### config.mk
export PLATFORM = sky130hd
export DESIGN_NAME = sram_async_ctrl
export DESIGN_NICKNAME = d
export VERILOG_FILES = /design/src/rtl/sram_ctrl_pkg.sv /design/src/rtl/sram_ctrl_fsm.sv /design/src/rtl/sram_ctrl_datapath.sv /design/src/rtl/sram_async_ctrl.sv
export SDC_FILE = /design/constraint.sdc
export NUM_CORES = 1
export LEC_CHECK = 0
export ABC_AREA = 1
export BUFFER_PORTS_ARGS = -buffer_cell sky130_fd_sc_hd__buf_2
export CORE_MARGIN = 4
export CORE_UTILIZATION = 52
export CTS_CLUSTER_DIAMETER = 30
export CTS_CLUSTER_SIZE = 20
export DETAILED_ROUTE_END_ITERATION = 10
export GPL_TIMING_DRIVEN = 0
export PLACE_DENSITY = 0.91
export SYNTH_ARGS = -nofsm -noshare
export SYNTH_HDL_FRONTEND = slang
export SYNTH_SLANG_ARGS = --single-unit
### constraint.sdc
create_clock -name clk -period 2.4 [get_ports clk]
set_input_delay 0.24 -clock clk [delete_from_list [all_inputs] [get_ports clk]]
set_output_delay 0.24 -clock clk [all_outputs]
set_load 0.03 [all_outputs]
### src/rtl/sram_ctrl_pkg.sv
package sram_ctrl_pkg;

  typedef enum logic [2:0] {
    ST_IDLE,
    ST_RD,
    ST_TURN,
    ST_WSETUP,
    ST_WPULSE,
    ST_WHOLD
  } ctrlState_t;

  // Strobes from control to datapath. Pin strobes describe the next cycle.
  typedef struct packed {
    logic load;     // latch the accepted request
    logic select;   // chips selected next cycle
    logic outEn;    // output enable low next cycle
    logic wrPulse;  // write enable low next cycle
    logic drive;    // data bus driven next cycle
    logic capture;  // sample read data at this edge
    logic wrEnd;    // write completes at this edge
  } ctrlStrobe_t;

  // Cycles needed to cover minNs at clkNs per cycle, at least one.
  function automatic int phaseCycles(input int minNs, input int clkNs);
    int c;
    c = (minNs + clkNs - 1) / clkNs;
    if (c < 1) c = 1;
    return c;
  endfunction

  function automatic int maxInt(input int a, input int b);
    return (a > b) ? a : b;
  endfunction

endpackage

### src/rtl/sram_ctrl_fsm.sv
module sram_ctrl_fsm
  import sram_ctrl_pkg::*;
#(
  parameter int N_RD   = 6,
  parameter int N_PWE  = 4,
  parameter int N_HOLD = 1,
  parameter int N_TURN = 2,
  parameter int CNT_W  = 3
) (
  input  logic        clk,
  input  logic        rstN,
  input  logic        reqValid,
  input  logic        reqWrite,
  output logic        reqReady,
  output ctrlStrobe_t stb
);

  ctrlState_t       st, stNxt;
  logic [CNT_W-1:0] cnt, cntNxt;
  logic             cntZero;

  assign cntZero  = (cnt == '0);
  assign reqReady = (st == ST_IDLE);

  always_comb begin
    stNxt       = st;
    cntNxt      = cnt;
    stb.load    = 1'b0;
    stb.capture = 1'b0;
    stb.wrEnd   = 1'b0;
    case (st)
      ST_IDLE: begin
        if (reqValid) begin
          stb.load = 1'b1;
          if (reqWrite) begin
            stNxt  = ST_WSETUP;
            cntNxt = '0;
          end else begin
            stNxt  = ST_RD;
            cntNxt = CNT_W'(N_RD - 1);
          end
        end
      end
      ST_RD: begin
        if (cntZero) begin
          stb.capture = 1'b1;
          stNxt       = ST_TURN;
          cntNxt      = CNT_W'(N_TURN - 1);
        end else begin
          cntNxt = cnt - 1'b1;
        end
      end
      ST_TURN: begin
        if (cntZero) stNxt = ST_IDLE;
        else         cntNxt = cnt - 1'b1;
      end
      ST_WSETUP: begin
        stNxt  = ST_WPULSE;
        cntNxt = CNT_W'(N_PWE - 1);
      end
      ST_WPULSE: begin
        if (cntZero) begin
          stNxt  = ST_WHOLD;
          cntNxt = CNT_W'(N_HOLD - 1);
        end else begin
          cntNxt = cnt - 1'b1;
        end
      end
      ST_WHOLD: begin
        if (cntZero) begin
          stNxt     = ST_IDLE;
          stb.wrEnd = 1'b1;
        end else begin
          cntNxt = cnt - 1'b1;
        end
      end
      default: stNxt = ST_IDLE;
    endcase

    stb.select  = stNxt inside {ST_RD, ST_WSETUP, ST_WPULSE, ST_WHOLD};
    stb.outEn   = (stNxt == ST_RD);
    stb.wrPulse = (stNxt == ST_WPULSE);
    // data held one cycle past the write enable rising edge
    stb.drive   = (stNxt inside {ST_WSETUP, ST_WPULSE})
                || (stNxt == ST_WHOLD && st == ST_WPULSE);
  end

  always_ff @(posedge clk or negedge rstN) begin
    if (!rstN) begin
      st  <= ST_IDLE;
      cnt <= '0;
    end else begin
      st  <= stNxt;
      cnt <= cntNxt;
    end
  end

endmodule

### src/rtl/sram_ctrl_datapath.sv
module sram_ctrl_datapath
  import sram_ctrl_pkg::*;
#(
  parameter int ADDR_W = 20,
  parameter int DATA_W = 16,
  parameter int LANES  = DATA_W / 8
) (
  input  logic              clk,
  input  logic              rstN,
  input  ctrlStrobe_t       stb,
  input  logic [ADDR_W-1:0] reqAddr,
  input  logic [DATA_W-1:0] reqWdata,
  input  logic [LANES-1:0]  reqMask,
  input  logic [DATA_W-1:0] ramDqIn,
  output logic [ADDR_W-1:0] ramAddr,
  output logic              ramSelN,
  output logic              ramSelP,
  output logic [LANES-1:0]  ramLaneN,
  output logic              ramOutEnN,
  output logic              ramWrEnN,
  output logic [DATA_W-1:0] ramDqOut,
  output logic              ramDqDrive,
  output logic [DATA_W-1:0] rdData,
  output logic              rdValid,
  output logic              wrDone
);

  logic [LANES-1:0] maskQ;

  always_ff @(posedge clk or negedge rstN) begin
    if (!rstN) begin
      ramAddr    <= '0;
      ramDqOut   <= '0;
      maskQ      <= '0;
      ramSelN    <= 1'b1;
      ramSelP    <= 1'b0;
      ramOutEnN  <= 1'b1;
      ramWrEnN   <= 1'b1;
      ramDqDrive <= 1'b0;
      rdValid    <= 1'b0;
      wrDone     <= 1'b0;
    end else begin
      if (stb.load) begin
        ramAddr  <= reqAddr;
        ramDqOut <= reqWdata;
        maskQ    <= reqMask;
      end
      ramSelN    <= !stb.select;
      ramSelP    <= stb.select;
      ramOutEnN  <= !stb.outEn;
      ramWrEnN   <= !stb.wrPulse;
      ramDqDrive <= stb.drive;
      rdValid    <= stb.capture;
      wrDone     <= stb.wrEnd;
    end
  end

  for (genvar l = 0; l < LANES; l++) begin : g_lane
    logic       laneSel;
    logic       laneNQ;
    logic [7:0] rdByteQ;

    assign laneSel = stb.load ? reqMask[l] : maskQ[l];

    always_ff @(posedge clk or negedge rstN) begin
      if (!rstN) begin
        laneNQ  <= 1'b1;
        rdByteQ <= '0;
      end else begin
        laneNQ <= !(stb.select && laneSel);
        if (stb.capture) rdByteQ <= maskQ[l] ? ramDqIn[l*8 +: 8] : 8'h00;
      end
    end

    assign ramLaneN[l]       = laneNQ;
    assign rdData[l*8 +: 8]  = rdByteQ;
  end

endmodule

### src/rtl/sram_async_ctrl.sv
module sram_async_ctrl
  import sram_ctrl_pkg::*;
#(
  parameter int ADDR_W    = 20,
  parameter int DATA_W    = 16,
  parameter int CLK_NS    = 10,
  parameter int T_RC_NS   = 55,
  parameter int T_AA_NS   = 55,
  parameter int T_OE_NS   = 25,
  parameter int T_WC_NS   = 55,
  parameter int T_PWE_NS  = 40,
  parameter int T_AW_NS   = 40,
  parameter int T_SD_NS   = 25,
  parameter int T_HZ_NS   = 18,
  localparam int LANES    = DATA_W / 8
) (
  input  logic              clk,
  input  logic              rstN,
  input  logic              reqValid,
  output logic              reqReady,
  input  logic              reqWrite,
  input  logic [ADDR_W-1:0] reqAddr,
  input  logic [DATA_W-1:0] reqWdata,
  input  logic [LANES-1:0]  reqMask,
  output logic              rdValid,
  output logic [DATA_W-1:0] rdData,
  output logic              wrDone,
  output logic [ADDR_W-1:0] ramAddr,
  output logic              ramSelN,
  output logic              ramSelP,
  output logic [LANES-1:0]  ramLaneN,
  output logic              ramOutEnN,
  output logic              ramWrEnN,
  output logic [DATA_W-1:0] ramDqOut,
  output logic              ramDqDrive,
  input  logic [DATA_W-1:0] ramDqIn
);

  localparam int N_RD   = maxInt(phaseCycles(T_RC_NS, CLK_NS),
                                 maxInt(phaseCycles(T_AA_NS, CLK_NS),
                                        phaseCycles(T_OE_NS, CLK_NS)));
  // setup cycle already counts toward address and data setup
  localparam int N_PWE  = maxInt(phaseCycles(T_PWE_NS, CLK_NS),
                                 maxInt(phaseCycles(T_AW_NS, CLK_NS) - 1,
                                        phaseCycles(T_SD_NS, CLK_NS) - 1));
  localparam int N_HOLD = maxInt(1, phaseCycles(T_WC_NS, CLK_NS) - 1 - N_PWE);
  localparam int N_TURN = phaseCycles(T_HZ_NS, CLK_NS);
  localparam int N_MAX  = maxInt(maxInt(N_RD, N_PWE), maxInt(N_HOLD, N_TURN));
  localparam int CNT_W  = (N_MAX > 1) ? $clog2(N_MAX) : 1;

  ctrlStrobe_t stb;

  sram_ctrl_fsm #(
    .N_RD  (N_RD),
    .N_PWE (N_PWE),
    .N_HOLD(N_HOLD),
    .N_TURN(N_TURN),
    .CNT_W (CNT_W)
  ) fsm_i (
    .clk     (clk),
    .rstN    (rstN),
    .reqValid(reqValid),
    .reqWrite(reqWrite),
    .reqReady(reqReady),
    .stb     (stb)
  );

  sram_ctrl_datapath #(
    .ADDR_W(ADDR_W),
    .DATA_W(DATA_W),
    .LANES (LANES)
  ) dp_i (
    .clk       (clk),
    .rstN      (rstN),
    .stb       (stb),
    .reqAddr   (reqAddr),
    .reqWdata  (reqWdata),
    .reqMask   (reqMask),
    .ramDqIn   (ramDqIn),
    .ramAddr   (ramAddr),
    .ramSelN   (ramSelN),
    .ramSelP   (ramSelP),
    .ramLaneN  (ramLaneN),
    .ramOutEnN (ramOutEnN),
    .ramWrEnN  (ramWrEnN),
    .ramDqOut  (ramDqOut),
    .ramDqDrive(ramDqDrive),
    .rdData    (rdData),
    .rdValid   (rdValid),
    .wrDone    (wrDone)
  );

endmodule

After elaboration in Yosys (flattened, before gate mapping)
Index checks and enable logic that the tools add are counted.
Storage, ports and cells
  register bits after elaboration: 69
  memories kept: 0
  bits in latches: 0
  input port bits: 58
  word-level logic and storage cells: 65
  output and inout port bits: 62
  memory bits (writable): 0
  ROM bits: 0
Operators by class
  multiply operators: 0
  mux-type cells: 21
  add/subtract/negate cells: 1
  equal/unequal tests: 11
  shift operators: 0
  bitwise operators: 0
  magnitude comparators: 0
  divide/modulo/power cells: 0
  reduce and logical (&&, ||, !) cells: 16
Operators with widths (number)
  one-hot mux 3 bit (5 select lines): 2
  2-to-1 mux 3 bit: 9
  2-to-1 mux 8 bit: 2
  == test 3 bit, second input constant: 4
  == test 3 x 2 -> 1 bit, second input constant: 3
  2-to-1 mux 1 bit: 7
  == test 3 x 1 -> 1 bit, second input constant: 2
  logical NOT 3 bit: 2
  logical NOT 1 bit: 5
  nonzero test 5 bit: 1
  != test 2 bit, second input constant: 2
  nonzero test 4 bit: 1
  logical AND 1 bit: 3
  AND reduction 3 bit: 1
  subtractor 3 x 1 -> 3 bit, second input constant: 1
  2-to-1 mux 2 bit: 1
  nonzero test 2 bit: 1
  OR reduction 2 bit: 1
  logical OR 1 bit: 1

Logic depth before layout (Yosys ltp)
Gate-level depths: netlist (run 1).
  depth in word-level cells: 7
  depth in mapped cells: 10

Modules after synthesis
A second synthesis (run 1) with hierarchy kept.
Second synthesis, totals
  cells, all modules: 345
  area total of the unflattened synthesis: 2935.3 um^2
Modules (own cells, without submodules)
  sram_ctrl_datapath: area each 2373.5 um^2, sequential area each 1582.8 um^2, times used 1, cells an instance 254
  sram_ctrl_fsm: area each 561.8 um^2, sequential area each 150.1 um^2, times used 1, cells an instance 91

Least setup slack after synthesis (run 1)
Ideal clock, no wire load.
  kind: register to register
  start point: reg fsm_i.cnt[0]
  end point: reg dp_i.g_lane[0].rdByteQ[0]
  arrival time: 1.241 ns
  buffers on the path: 1
  cell stages (with the launch flop): 9
  setup time: 0.126 ns
  slack: 1.033 ns
  path through: dfrtp_1 -> inv_1 -> ha_1 -> nand2_2 -> inv_1 -> nand2_2 -> buf_6 -> nand2_1 -> o21ai_0
Between the ends
  cells in the longest elaborated chain, start to end: 3
Ends and longest elaborated chain
  start: declaration: RTL line sram_ctrl_fsm.sv:19  | logic [CNT_W-1:0] cnt, cntNxt;
  start signal: assignment: RTL line sram_ctrl_fsm.sv:94  | cnt <= cntNxt;
  logical NOT 3 bit: RTL line sram_ctrl_fsm.sv:22  | assign cntZero = (cnt == '0);
  2-to-1 mux 1 bit: RTL line sram_ctrl_fsm.sv:45  | if (cntZero) begin
  2-to-1 mux 1 bit: RTL line sram_ctrl_fsm.sv:31  | case (st)
  end signal: assignment: RTL line sram_ctrl_datapath.sv:71  | if (stb.capture) rdByteQ <= maskQ[l] ? ramDqIn[l*8 +: 8] : 8'h00;
  end: declaration: RTL line sram_ctrl_datapath.sv:61  | logic [7:0] rdByteQ;
No other way between the ends.
A chain may end at the register's enable or synchronous reset.

Worst setup path after layout (run 1)
  start point: reg fsm_i.st[1]
  end point: out reqReady
Between the ends
  cells in the longest elaborated chain, start to end: 1
Ends and longest elaborated chain
  start: declaration: RTL line sram_ctrl_fsm.sv:18  | ctrlState_t st, stNxt;
  start signal: assignment: RTL line sram_ctrl_fsm.sv:93  | st <= stNxt;
  logical NOT 3 bit: RTL line sram_ctrl_fsm.sv:23  | assign reqReady = (st == ST_IDLE);
  end: declaration: RTL line sram_async_ctrl.sv:20  | output logic reqReady,
No other way between the ends.

==> summary.md, run 1 <==
| Metric | Value |
|---|---|
| All-layer global routing usage | 20.9% |
| Cts hold-fix bufs | 0 |
| Flops & latches, synth | 69 |
| RSZ-0062 raised after global routing | false |
| Max-Cap Viols | 0 |
| Global-route wire length before repair | 11800 um |
| Period utilization | 76.3% |
| Post-synth EDFFs | 0 |
| Peak Freq | 0.546 GHz |
| Hpwl dp | 5110 um |
| CP Cell Sequence | buf_6 > nor3_4 > buf_2 > buf_2 |
| Worst Setup End Kind | output pin |
| Core area | 0.00551 mm^2 |
| Max stage delay on crit path | 380 ps |
| CTS Root Buffer Type | clkbuf_8 |
| Dpl cells | 528 |
| Post-Synthesis Cells | 337 |
| IO buf count | 119 |
| Sw Ratio | 46.1% |
| Fin worst setup slack | 568 ps |
| Via Count | 2687 |
| Least-Margin Pin Slew | 842 ps |
| Combinational share of power | 48.9% |
| WP data arrival | 1590 ps |
| Die height | 83.3 um |
| Num CTS Buffers | 9 |
| Total power | 5800 uW |
| Non-Filler Instances | 544 |
| Crit Path Max Fanout | 10 |
| Syn nets | 397 |
| Seq pwr share | 33.2% |
| Critical path class | reg -> out |
| Clk slew on worst S/H paths | 70 ps |
| Worst setup SP type | flip-flop |
| Final Max Tran Viols | 0 |
| Rel. slew slack | 43.9% |
| Most area-hungry cell type in the Yosys netlist | dfrtp_1 |
| Main flop type after synthesis | dfrtp_1 |
| Leakage | 0.00222 uW |
| Mean cell area of the mapped netlist | 8.74 um^2 |
| Setup bufs post-CTS | 0 |
| Final setup violation count | 0 |
| Final hold violations | 0 |
| Die area | 0.00693 mm^2 |
| Filler cell count in the final layout | 450 |
| Worst EP required | 2160 ps |
| CP max stage cell | dfrtp_1 |
| Crit path top cell by count | buf_2 |
| WL final | 6980 um |
| NetSw | 2670 uW |
| Final nets | 527 |
| Clk sinks | 69 |
| Worst Skew | 6.33 ps |
| Hold slack | 3.70 ps |
| Asr flop ratio synth | 100% |
| Synth top area cells | dfrtp_1 (54%), nand2_1 (17%), nand3_1 (8.8%), dfstp_2 (4.5%), o21ai_0 (3.2%) |
| Seq/Total Area, Yosys | 58.8% |
| Buf+Inv Stages, Crit Path | 3 |
| Initial DRC count | 156 |
| Clock buffer depth | 2 |
| Reg-to-reg slack, setup | 760 ps |
| Pwr dens | 1500 mW/mm^2 |
| Setup TNS Final | 0 ps |
| Drt drc | 0 |
| Post-DR vias/cell | 4.94 |
| Largest net degree at the start of global routing | 70 |
| I/O pin cnt | 120 |
| Share of cells above drive strength 1 | 34.5% |
| Gpl congestion | 0.852 |
| Maximum VDD drop | 0.899 mV |
| N_diodes | 0 |
| CTS tree | built |
| Post-synthesis cell area | 0.00295 mm^2 |
| Distinct cells, synth | 21 |
| Status | completed |
| First-pass DRT Iterations | 4 |
| Gr ovfl total | 0 |
| CP delay by family, top | buffers and inverters |
| Pre-CTS WS | 799 ps |
| DIE WIDTH | 83.3 um |
| Number of global-route vias before repair | 2582 |
| Row count | 27 |
| Cts repair resizes | 0 |
| Clock Power Share | 17.9% |
| Initial core utilization | 53.5% |
| Initial antenna violation count | 0 |
| HP Class | in -> async |
| Final min period | 1830 ps |
| Top cell type's share of synthesized area | 54.4% |
| Pint | 3120 uW |
| Post-route antenna net violation count | 0 |
| Clock latency on the worst-skew pair | 340 ps |
| Wire per inst | 12.8 um |
| Ys Warns | 0 |
| H-tree levels | 3 |
| Area grow syn2layout | 31.0% |
-- final timing paths --
| kind | startpoint | endpoint | cells after the start |
|---|---|---|---|
| setup / recovery | fsm_i.st[1]$_DFF_PN0_ | reqReady | 4 |
| hold / removal | rstN | dp_i.g_lane[1].rdByteQ[4]$_DFFE_PN0P_ | 1 |
| setup reg to reg | fsm_i.cnt[0]$_DFFE_PN0P_ | dp_i.ramDqDrive$_DFF_PN0_ | 9 |
| hold reg to reg | dp_i.ramDqOut[12]$_DFFE_PN0P_ | dp_i.ramDqOut[12]$_DFFE_PN0P_ | 2 |
| max in group asynchronous | rstN | dp_i.ramAddr[0]$_DFFE_PN0P_ | 1 |
| min in group clk | reqWdata[2] | dp_i.ramDqOut[2]$_DFFE_PN0P_ | 3 |
-- worst register-to-register path, stage by stage, from the launching register on --
cell     delay (ps)
dfrtp_1         390
inv_1           120
ha_1            180
nand2_2         120
inv_1           180
nand2_1          80
nand2_1          60
o21ai_0         170
nand2_1         150
nand3_1          90
-- placed cells by master, fill, tap and decap left out --
master      count
buf_2         123
o21ai_0        19
nor2_2          2
clkinv_2        2
nand2_2         3
clkinvlp_4      1
clkbuf_1        3
dfrtp_1        64
clkbuf_2        1
buf_6           6
inv_2           1
inv_1          18
bufinv_16       2
nand2_1       133
clkbuf_8       10
ha_1            2
dfstp_2         5
buf_1           2
clkinv_4        1
nand3_1        52
nand4_1         2
buf_4           5
a21oi_1         1
nor2_1         11
nor3_1          2
nor3_4          1
-- kinds of logic (layout without fill, tap and decap cells) --
family	after synthesis	count (layout)	synth area share, %
and+or+nand+nor	206	206	29.6
DFF	69	69	58.8
AOI/OAI and AO/OA	20	20	3.40
buffers and inverters	40	175	7.39
adders and majority gates	2	2	0.849
-- state kept, by name, indices dropped and copies added (netlist names), 2 cells and up --
register	count
dp_i.ramAddr	20
dp_i.g_lane.rdByteQ	16
dp_i.ramDqOut	16
fsm_i.cnt	3
fsm_i.st	3
dp_i.g_lane.laneNQ	2
dp_i.maskQ	2
-- power by group through the flow --
| stage | registers (uW) | logic, uW | clock network, uW |
|---|---|---|---|
| 2_1_floorplan | 2760 | 1190 | 0 |
| 3_3_place_gp | 1920 | 2770 | 0 |
| 3_5_place_dp | 1930 | 2860 | 0 |
| 4_1_cts | 1920 | 2860 | 1060 |
| 5_1_grt | 1980 | 3110 | 1120 |
| 6_report | 1920 | 2840 | 1040 |
-- layer usage --
layer  track usage (%)  wire length (um)  part of all wire [%]
met4              10.3                59                  0.85
met5                 0                 0                     0
met2              33.2              3380                    48
met1              26.7              2980                    43
met3              5.26               560                   8.0
-- per-stage QoR --
| stage | instance area [um^2] | utilization [%] |
|---|---|---|
| global placement | 3630 | 66.0 |
| global route | 3860 | 70.1 |
| floorplan | 2950 | - |
| CTS | 3860 | 70.1 |
| finish | 3860 | 70.1 |
| detailed placement | 3630 | 66.0 |
-- layout make-up --
type                            count  area [um^2]  share of cell area, %
Clock buffer                       10          138                   3.57
Inverter                           19         71.3                   1.85
Multi-Input combinational cell    228          996                   25.8
Buffer                             21          146                   3.79
Tap cell                           72         90.1                   2.33
Sequential cell                    69         1730                   44.9
Clock inverter                      6         86.3                   2.24
Timing Repair Buffer              119          598                   15.5
-- cells in the mapped netlist, types with 3 or more instances --
cell / instances
buf_2: 5
buf_4: 4
buf_6: 6
clkbuf_1: 3
dfrtp_1: 64
dfstp_2: 5
inv_1: 18
nand2_1: 133
nand2_2: 3
nand3_1: 52
nor2_1: 11
o21ai_0: 19
Power figures use the tool's default switching activity.
==> inputs of run 2 (changes only) <==
--- a/config.mk
+++ b/config.mk
@@ -8,12 +8,12 @@
 export ABC_AREA = 1
 export BUFFER_PORTS_ARGS = -buffer_cell sky130_fd_sc_hd__buf_2
 export CORE_MARGIN = 4
-export CORE_UTILIZATION = 52
+export CORE_UTILIZATION = 48
 export CTS_CLUSTER_DIAMETER = 30
 export CTS_CLUSTER_SIZE = 20
 export DETAILED_ROUTE_END_ITERATION = 10
 export GPL_TIMING_DRIVEN = 0
-export PLACE_DENSITY = 0.91
+export PLACE_DENSITY = 0.86
 export SYNTH_ARGS = -nofsm -noshare
 export SYNTH_HDL_FRONTEND = slang
 export SYNTH_SLANG_ARGS = --single-unit
==> constraint.sdc (replaced) <==
create_clock -name clk -period 1.89 [get_ports clk]
set_input_delay 0.189 -clock clk [delete_from_list [all_inputs] [get_ports clk]]
set_output_delay 0.189 -clock clk [all_outputs]
set_load 0.03 [all_outputs]
==> summary.md, run 2 (synthesized netlist as in run 1, its figures left out) <==
| Metric | Value |
|---|---|
| M2 GR Usage | 33.0% (-0.13 points) |
| Worst Skew | 7.31 ps (+0.977 ps) |
| Max FFs per register | 20 (unchanged) |
| Critical path class | reg -> out |
| Final nets | 528 (+0.19%) |
| Area grow syn2layout | 30.9% (about the same) |
| Worst setup SP type | flip-flop |
| All-layer global routing usage | 20.0% (-0.91 points) |
| Hold Path Depth | 3 |
| Met1 global-route usage | 24.7% (-2.0 points) |
| Gpl congestion | 0.794 (-6.8%) |
| Dpl cells | 531 (+0.57%) |
| Final hold violations | 0 (unchanged) |
| Die height | 86.4 um (+3.7%) |
| WP data arrival | 1580 ps (about the same) |
| WL final | 7160 um (+2.7%) |
| Final min period | 1770 ps |
| Peak Freq | 0.566 GHz |
| Number of global-route vias before repair | 2647 (+2.5%) |
| Post-Route Utilization | 64.8% (-5.3 points) |
| Clock latency on the worst-skew pair | 330 ps (about the same) |
| GR met3 Demand/Resource | 5.04% (-0.22 points) |
| Biggest regs | dp_i.ramAddr x20, dp_i.g_lane.rdByteQ x16, dp_i.ramDqOut x16 |
| Global-route wire length before repair | 11800 um (+0.24%) |
| I/O pin cnt | 120 (unchanged) |
| Drt drc | 0 (unchanged) |
| Non-Filler Instances | 548 (+0.74%) |
| Setup bufs post-CTS | 0 (unchanged) |
| Most common cell after layout, fill and taps aside | nand2_1 |
| Worst EP required | 1700 ps (-460 ps) |
| Worst Setup End Kind | output pin |
| Pwr dens | 1900 mW/mm^2 (+26%) |
| Most frequent cells in the layout | nand2_1 (133), buf_2 (122), dfrtp_1 (64), nand3_1 (52), o21ai_0 (19) |
| Crit Path Max Fanout | 10 (unchanged) |
| Initial DRC count | 167 (+7.1%) |
| Filler cell count in the final layout | 517 (+15%) |
| Least-Margin Pin Slew | 842 ps (+0.104 ps) |
| Fin worst setup slack | 124 ps (-444 ps) |
| Max-Cap Viols | 0 (unchanged) |
| Status | completed |
| Core area | 0.00596 mm^2 (+8.2%) |
| Wire per inst | 13.1 um (+1.9%) |
| Pre-CTS WS | 319 ps (-480 ps) |
| Post-route antenna net violation count | 0 (unchanged) |
| Die area | 0.00746 mm^2 (+7.5%) |
| Clk sinks | 69 (unchanged) |
| First-pass DRT Iterations | 4 (unchanged) |
| Initial antenna violation count | 0 (unchanged) |
| Clk slew on worst S/H paths | 70 ps (about the same) |
| Post-DR vias/cell | 4.86 (-1.5%) |
| Final Max Tran Viols | 0 (unchanged) |
| CTS tree | built |
| Maximum VDD drop | 0.953 mV (+6.0%) |
| Largest net degree at the start of global routing | 70 (unchanged) |
| RSZ-0062 raised after global routing | false |
| Setup TNS Final | 0 ps (unchanged) |
| Leakage | 0.00222 uW (about the same) |
| Share of cells above drive strength 1 | 34.0% (-0.50 points) |
| Clock buffer depth | 2 (unchanged) |
| Hpwl dp | 5290 um (+3.4%) |
| R2R depth | 10 (+1) |
| N_diodes | 0 (unchanged) |
| Hold slack | 87.4 ps (+83.7 ps) |
| Initial core utilization | 49.5% (-4.0 points) |
| Gr ovfl total | 0 (unchanged) |
| Rel. slew slack | 43.9% (about the same) |
| Row count | 28 (+3.7%) |
| Top reg by flops | dp_i.ramAddr |
| GRT busiest layer | met2 |
| HP Class | in -> reg |
| H-tree levels | 3 (unchanged) |
| IO buf count | 119 (unchanged) |
| Period utilization | 93.5% |
| Num CTS Buffers | 9 (unchanged) |
| Final setup violation count | 0 (unchanged) |
| CTS Root Buffer Type | clkbuf_8 |
| DIE WIDTH | 86.4 um (+3.7%) |
| Via Count | 2666 (-0.78%) |
run 2: cell count changes in the layout (fill, tap and decap cells not counted):
cell / before / now
clkinv_4: 1 / 0
clkinv_2: 2 / 3
clkinvlp_4: 1 / 0
buf_2: 123 / 122
clkbuf_1: 3 / 5
clkbuf_4: 0 / 1
dlygate4sd3_1: 0 / 1
clkbuf_8: 10 / 9
run 2: area by class of cell:
cell class / instances / area [um^2] / area share [%]
Clock inverter: 5 / 75.1 / 1.95
Timing Repair Buffer: 120 / 608 / 15.8
Clock buffer: 11 / 131 / 3.41
Inverter: 19 / 71.3 / 1.85
Multi-Input combinational cell: 228 / 996 / 25.8
Tap cell: 75 / 93.8 / 2.43
Sequential cell: 69 / 1730 / 44.9
Buffer: 21 / 149 / 3.86
run 2: report_power, final:
part / switching (uW) / leakage (uW) / internal [uW]
clock: 518 / 0.000107 / 738
combinational: 2550 / 0.00125 / 1070
sequential: 309 / 0.000861 / 2130
total: 3380 / 0.00222 / 3940
run 2: stage by stage:
stage	total power, uW	cell area, um^2
3_5_place_dp	6110	3640
6_report	7320	3860
4_1_cts	7380	3850
3_3_place_gp	5970	3640
5_1_grt	7850	3860
2_1_floorplan	5030	2950
run 2: timing repair:
item | in CTS | in global routing
hold buffers | 1 | 0
hold endpoints to repair | 10 | 0
endpoints found under the setup margin | 0 | 1
resized for setup | 0 | 1
run 2: per-layer routing:
| layer | wire (um) | vias up |
|---|---|---|
| met5 | 0 | - |
| met1 | 3010 | 1235 |
| met2 | 3460 | 97 |
| li1 | - | 1322 |
| met4 | 121 | 0 |
| met3 | 579 | 12 |
run 2: path summary, 6_finish.rpt:
check	startpoint	end	slack, ps
min in group asynchronous	rstN	dp_i.ramDqOut[14]$_DFFE_PN0P_	520
worst min-delay path	reqAddr[4]	dp_i.ramAddr[4]$_DFFE_PN0P_	90
worst max register to register	fsm_i.cnt[0]$_DFFE_PN0P_	dp_i.g_lane[0].laneNQ$_DFF_PN1_	300
max in group asynchronous	rstN	dp_i.maskQ[0]$_DFFE_PN0P_	820
worst max-delay path	fsm_i.st[1]$_DFF_PN0_	reqReady	120
worst min register to register	dp_i.ramDqOut[13]$_DFFE_PN0P_	dp_i.ramDqOut[13]$_DFFE_PN0P_	470
run 2: critical path, cell delays in order, from the launching register on:
cell	delay (ps)
dfrtp_1	380
buf_6	140
nor3_4	260
clkbuf_4	250
buf_2	210
==> inputs of run 3 (changes only) <==
--- a/config.mk
+++ b/config.mk
@@ -13,6 +13,7 @@
 export CTS_CLUSTER_SIZE = 20
 export DETAILED_ROUTE_END_ITERATION = 10
 export GPL_TIMING_DRIVEN = 0
+export MAX_ROUTING_LAYER = met4
 export PLACE_DENSITY = 0.86
 export SYNTH_ARGS = -nofsm -noshare
 export SYNTH_HDL_FRONTEND = slang
==> summary.md, run 3 (synthesized netlist as in run 1, its figures left out) <==
| Metric | Value |
|---|---|
| I/O pin cnt | 120 (unchanged) |
| Global-route wire length before repair | 11800 um (+0.41%) |
| Pint | 3940 uW (about the same) |
| Maximum VDD drop | 0.954 mV (about the same) |
| Gpl congestion | 0.806 (+1.4%) |
| Met1 WL | 3090 um (+2.9%) |
| Post-DR vias/cell | 4.86 (about the same) |
| Via Count | 2664 (-0.075%) |
| Clock latency on the worst-skew pair | 330 ps (about the same) |
| Initial core utilization | 49.5% (unchanged) |
| Filler cell count in the final layout | 517 (unchanged) |
| Sw Ratio | 46.2% (about the same) |
| Met2 WL | 3470 um (+0.35%) |
| Die area | 0.00746 mm^2 (unchanged) |
| Hold slack | 91.7 ps (+4.28 ps) |
| NetSw | 3380 uW (+0.11%) |
| Drt drc | 0 (unchanged) |
| Max Used Layer | met4 |
| WL final | 7190 um (+0.35%) |
| Rel. slew slack | 43.8% (-0.046 points) |
| Num CTS Buffers | 9 (unchanged) |
| DIE WIDTH | 86.4 um (unchanged) |
| IO buf count | 119 (unchanged) |
| Worst EP required | 1700 ps (about the same) |
| Leakage | 0.00222 uW (unchanged) |
| Initial DRC count | 167 (unchanged) |
| HP Class | in -> reg |
| Biggest regs | dp_i.ramAddr x20, dp_i.g_lane.rdByteQ x16, dp_i.ramDqOut x16 |
| WP data arrival | 1580 ps (about the same) |
| Worst Setup End Kind | output pin |
| CP Cell Sequence | buf_6 > nor3_4 > clkbuf_4 > buf_2 |
| CTS tree | built |
| Least-Margin Pin Slew | 842 ps (+0.690 ps) |
| Clock Power Share | 17.2% (about the same) |
| Crit Path Max Fanout | 10 (unchanged) |
| Seq pwr share | 33.4% (about the same) |
| Max-Cap Viols | 0 (unchanged) |
| Total power | 7320 uW (about the same) |
| Die height | 86.4 um (unchanged) |
| N_diodes | 0 (unchanged) |
| Combinational share of power | 49.5% (about the same) |
| Final Max Tran Viols | 0 (unchanged) |
| Post-Route Utilization | 64.8% (unchanged) |
| Dpl cells | 531 (unchanged) |
| Final setup violation count | 0 (unchanged) |
| Initial antenna violation count | 0 (unchanged) |
| CP max stage cell | dfrtp_1 |
| Gr ovfl total | 0 (unchanged) |
| Met3 WL | 515 um (-11%) |
| Most frequent cells in the layout | nand2_1 (133), buf_2 (122), dfrtp_1 (64), nand3_1 (52), o21ai_0 (19) |
| Area grow syn2layout | 30.9% (unchanged) |
| Setup bufs post-CTS | 0 (unchanged) |
| Setup TNS Final | 0 ps (unchanged) |
| Core area | 0.00596 mm^2 (unchanged) |
| All-layer global routing usage | 20.6% (+0.66 points) |
| First-pass DRT Iterations | 4 (unchanged) |
| Clk sinks | 69 (unchanged) |
| Wire per inst | 13.1 um (+0.35%) |
| Peak Freq | 0.567 GHz (+0.11%) |
| CTS Root Buffer Type | clkbuf_8 |
| Status | completed |
| H-tree levels | 3 (unchanged) |
| Largest net degree at the start of global routing | 70 (unchanged) |
| Period utilization | 93.4% (-0.099 points) |
| Hpwl dp | 5290 um (unchanged) |
| Critical path class | reg -> out |
| Max FFs per register | 20 (unchanged) |
| Most common cell after layout, fill and taps aside | nand2_1 |
| Share of cells above drive strength 1 | 34.0% (unchanged) |
| Max stage delay on crit path | 380 ps (about the same) |
| Non-Filler Instances | 548 (unchanged) |
| Post-route antenna net violation count | 0 (unchanged) |
| Worst setup SP type | flip-flop |
| Pwr dens | 1900 mW/mm^2 (about the same) |
| Worst Skew | 6.32 ps (-0.986 ps) |
| RSZ-0062 raised after global routing | false |
| Number of global-route vias before repair | 2644 (-0.11%) |
| Final hold violations | 0 (unchanged) |
| Final min period | 1760 ps (-1.87 ps) |
| Final nets | 528 (unchanged) |
| Clock buffer depth | 2 (unchanged) |
| Top reg by flops | dp_i.ramAddr |
| Row count | 28 (unchanged) |
| Clk slew on worst S/H paths | 70 ps (about the same) |
## run 3: final cells by class
cell class | count | area [um^2] | share of cell area, %
clock buffer | 11 | 131 | 3.41
clock inverter | 5 | 75.1 | 1.95
tap | 75 | 93.8 | 2.43
buffer | 21 | 149 | 3.86
sequential | 69 | 1730 | 44.9
inverter | 19 | 71.3 | 1.85
timing repair buffer | 120 | 608 | 15.8
multi-input combinational | 228 | 996 | 25.8
## run 3: through the flow
stage               setup slack [ps]  area, um^2
global placement                 340        3640
floorplan                        523        2950
global route                    26.2        3860
finish                           126        3860
detailed placement               319        3640
CTS                             80.7        3850
## run 3: path summary, 6_finish.rpt
check / depth (start not counted) / slack (ps) / from / end
min reg2reg: 2 / 470 / dp_i.ramDqOut[13]$_DFFE_PN0P_ / dp_i.ramDqOut[13]$_DFFE_PN0P_
max reg2reg: 10 / 300 / fsm_i.cnt[0]$_DFFE_PN0P_ / dp_i.g_lane[0].laneNQ$_DFF_PN1_
min: 3 / 90 / reqAddr[4] / dp_i.ramAddr[4]$_DFFE_PN0P_
max in group asynchronous: 2 / 820 / rstN / dp_i.maskQ[0]$_DFFE_PN0P_
max: 4 / 130 / fsm_i.st[1]$_DFF_PN0_ / reqReady
min in group asynchronous: 2 / 520 / rstN / dp_i.ramDqOut[14]$_DFFE_PN0P_
## run 3: layer usage
metal  up-vias  track usage, %
met5         -               -
met4         0            8.92
met3         9            4.28
met2        96            33.2
met1      1236            25.4
li1       1323               -
## run 3: critical path, delay by kind of cell (launching register included)
kind,cells,cell delay [ps]
buffers and inverters,3,600
DFF,1,380
and+or+nand+nor,1,260
## run 3: power by group through the flow
stage          combinational [uW]  clock [uW]  sequential (uW)
2_1_floorplan                1520           0             3510
3_3_place_gp                 3530           0             2430
3_5_place_dp                 3660           0             2450
4_1_cts                      3660        1290             2440
5_1_grt                      3970        1360             2520
6_report                     3620        1260             2440
## run 3: what timing repair did
item / in CTS / in global routing
hold buffers: 1 / 0
endpoints found under the hold margin: 10 / 0
endpoints found under the setup margin: 0 / 1
resized for setup: 0 / 1
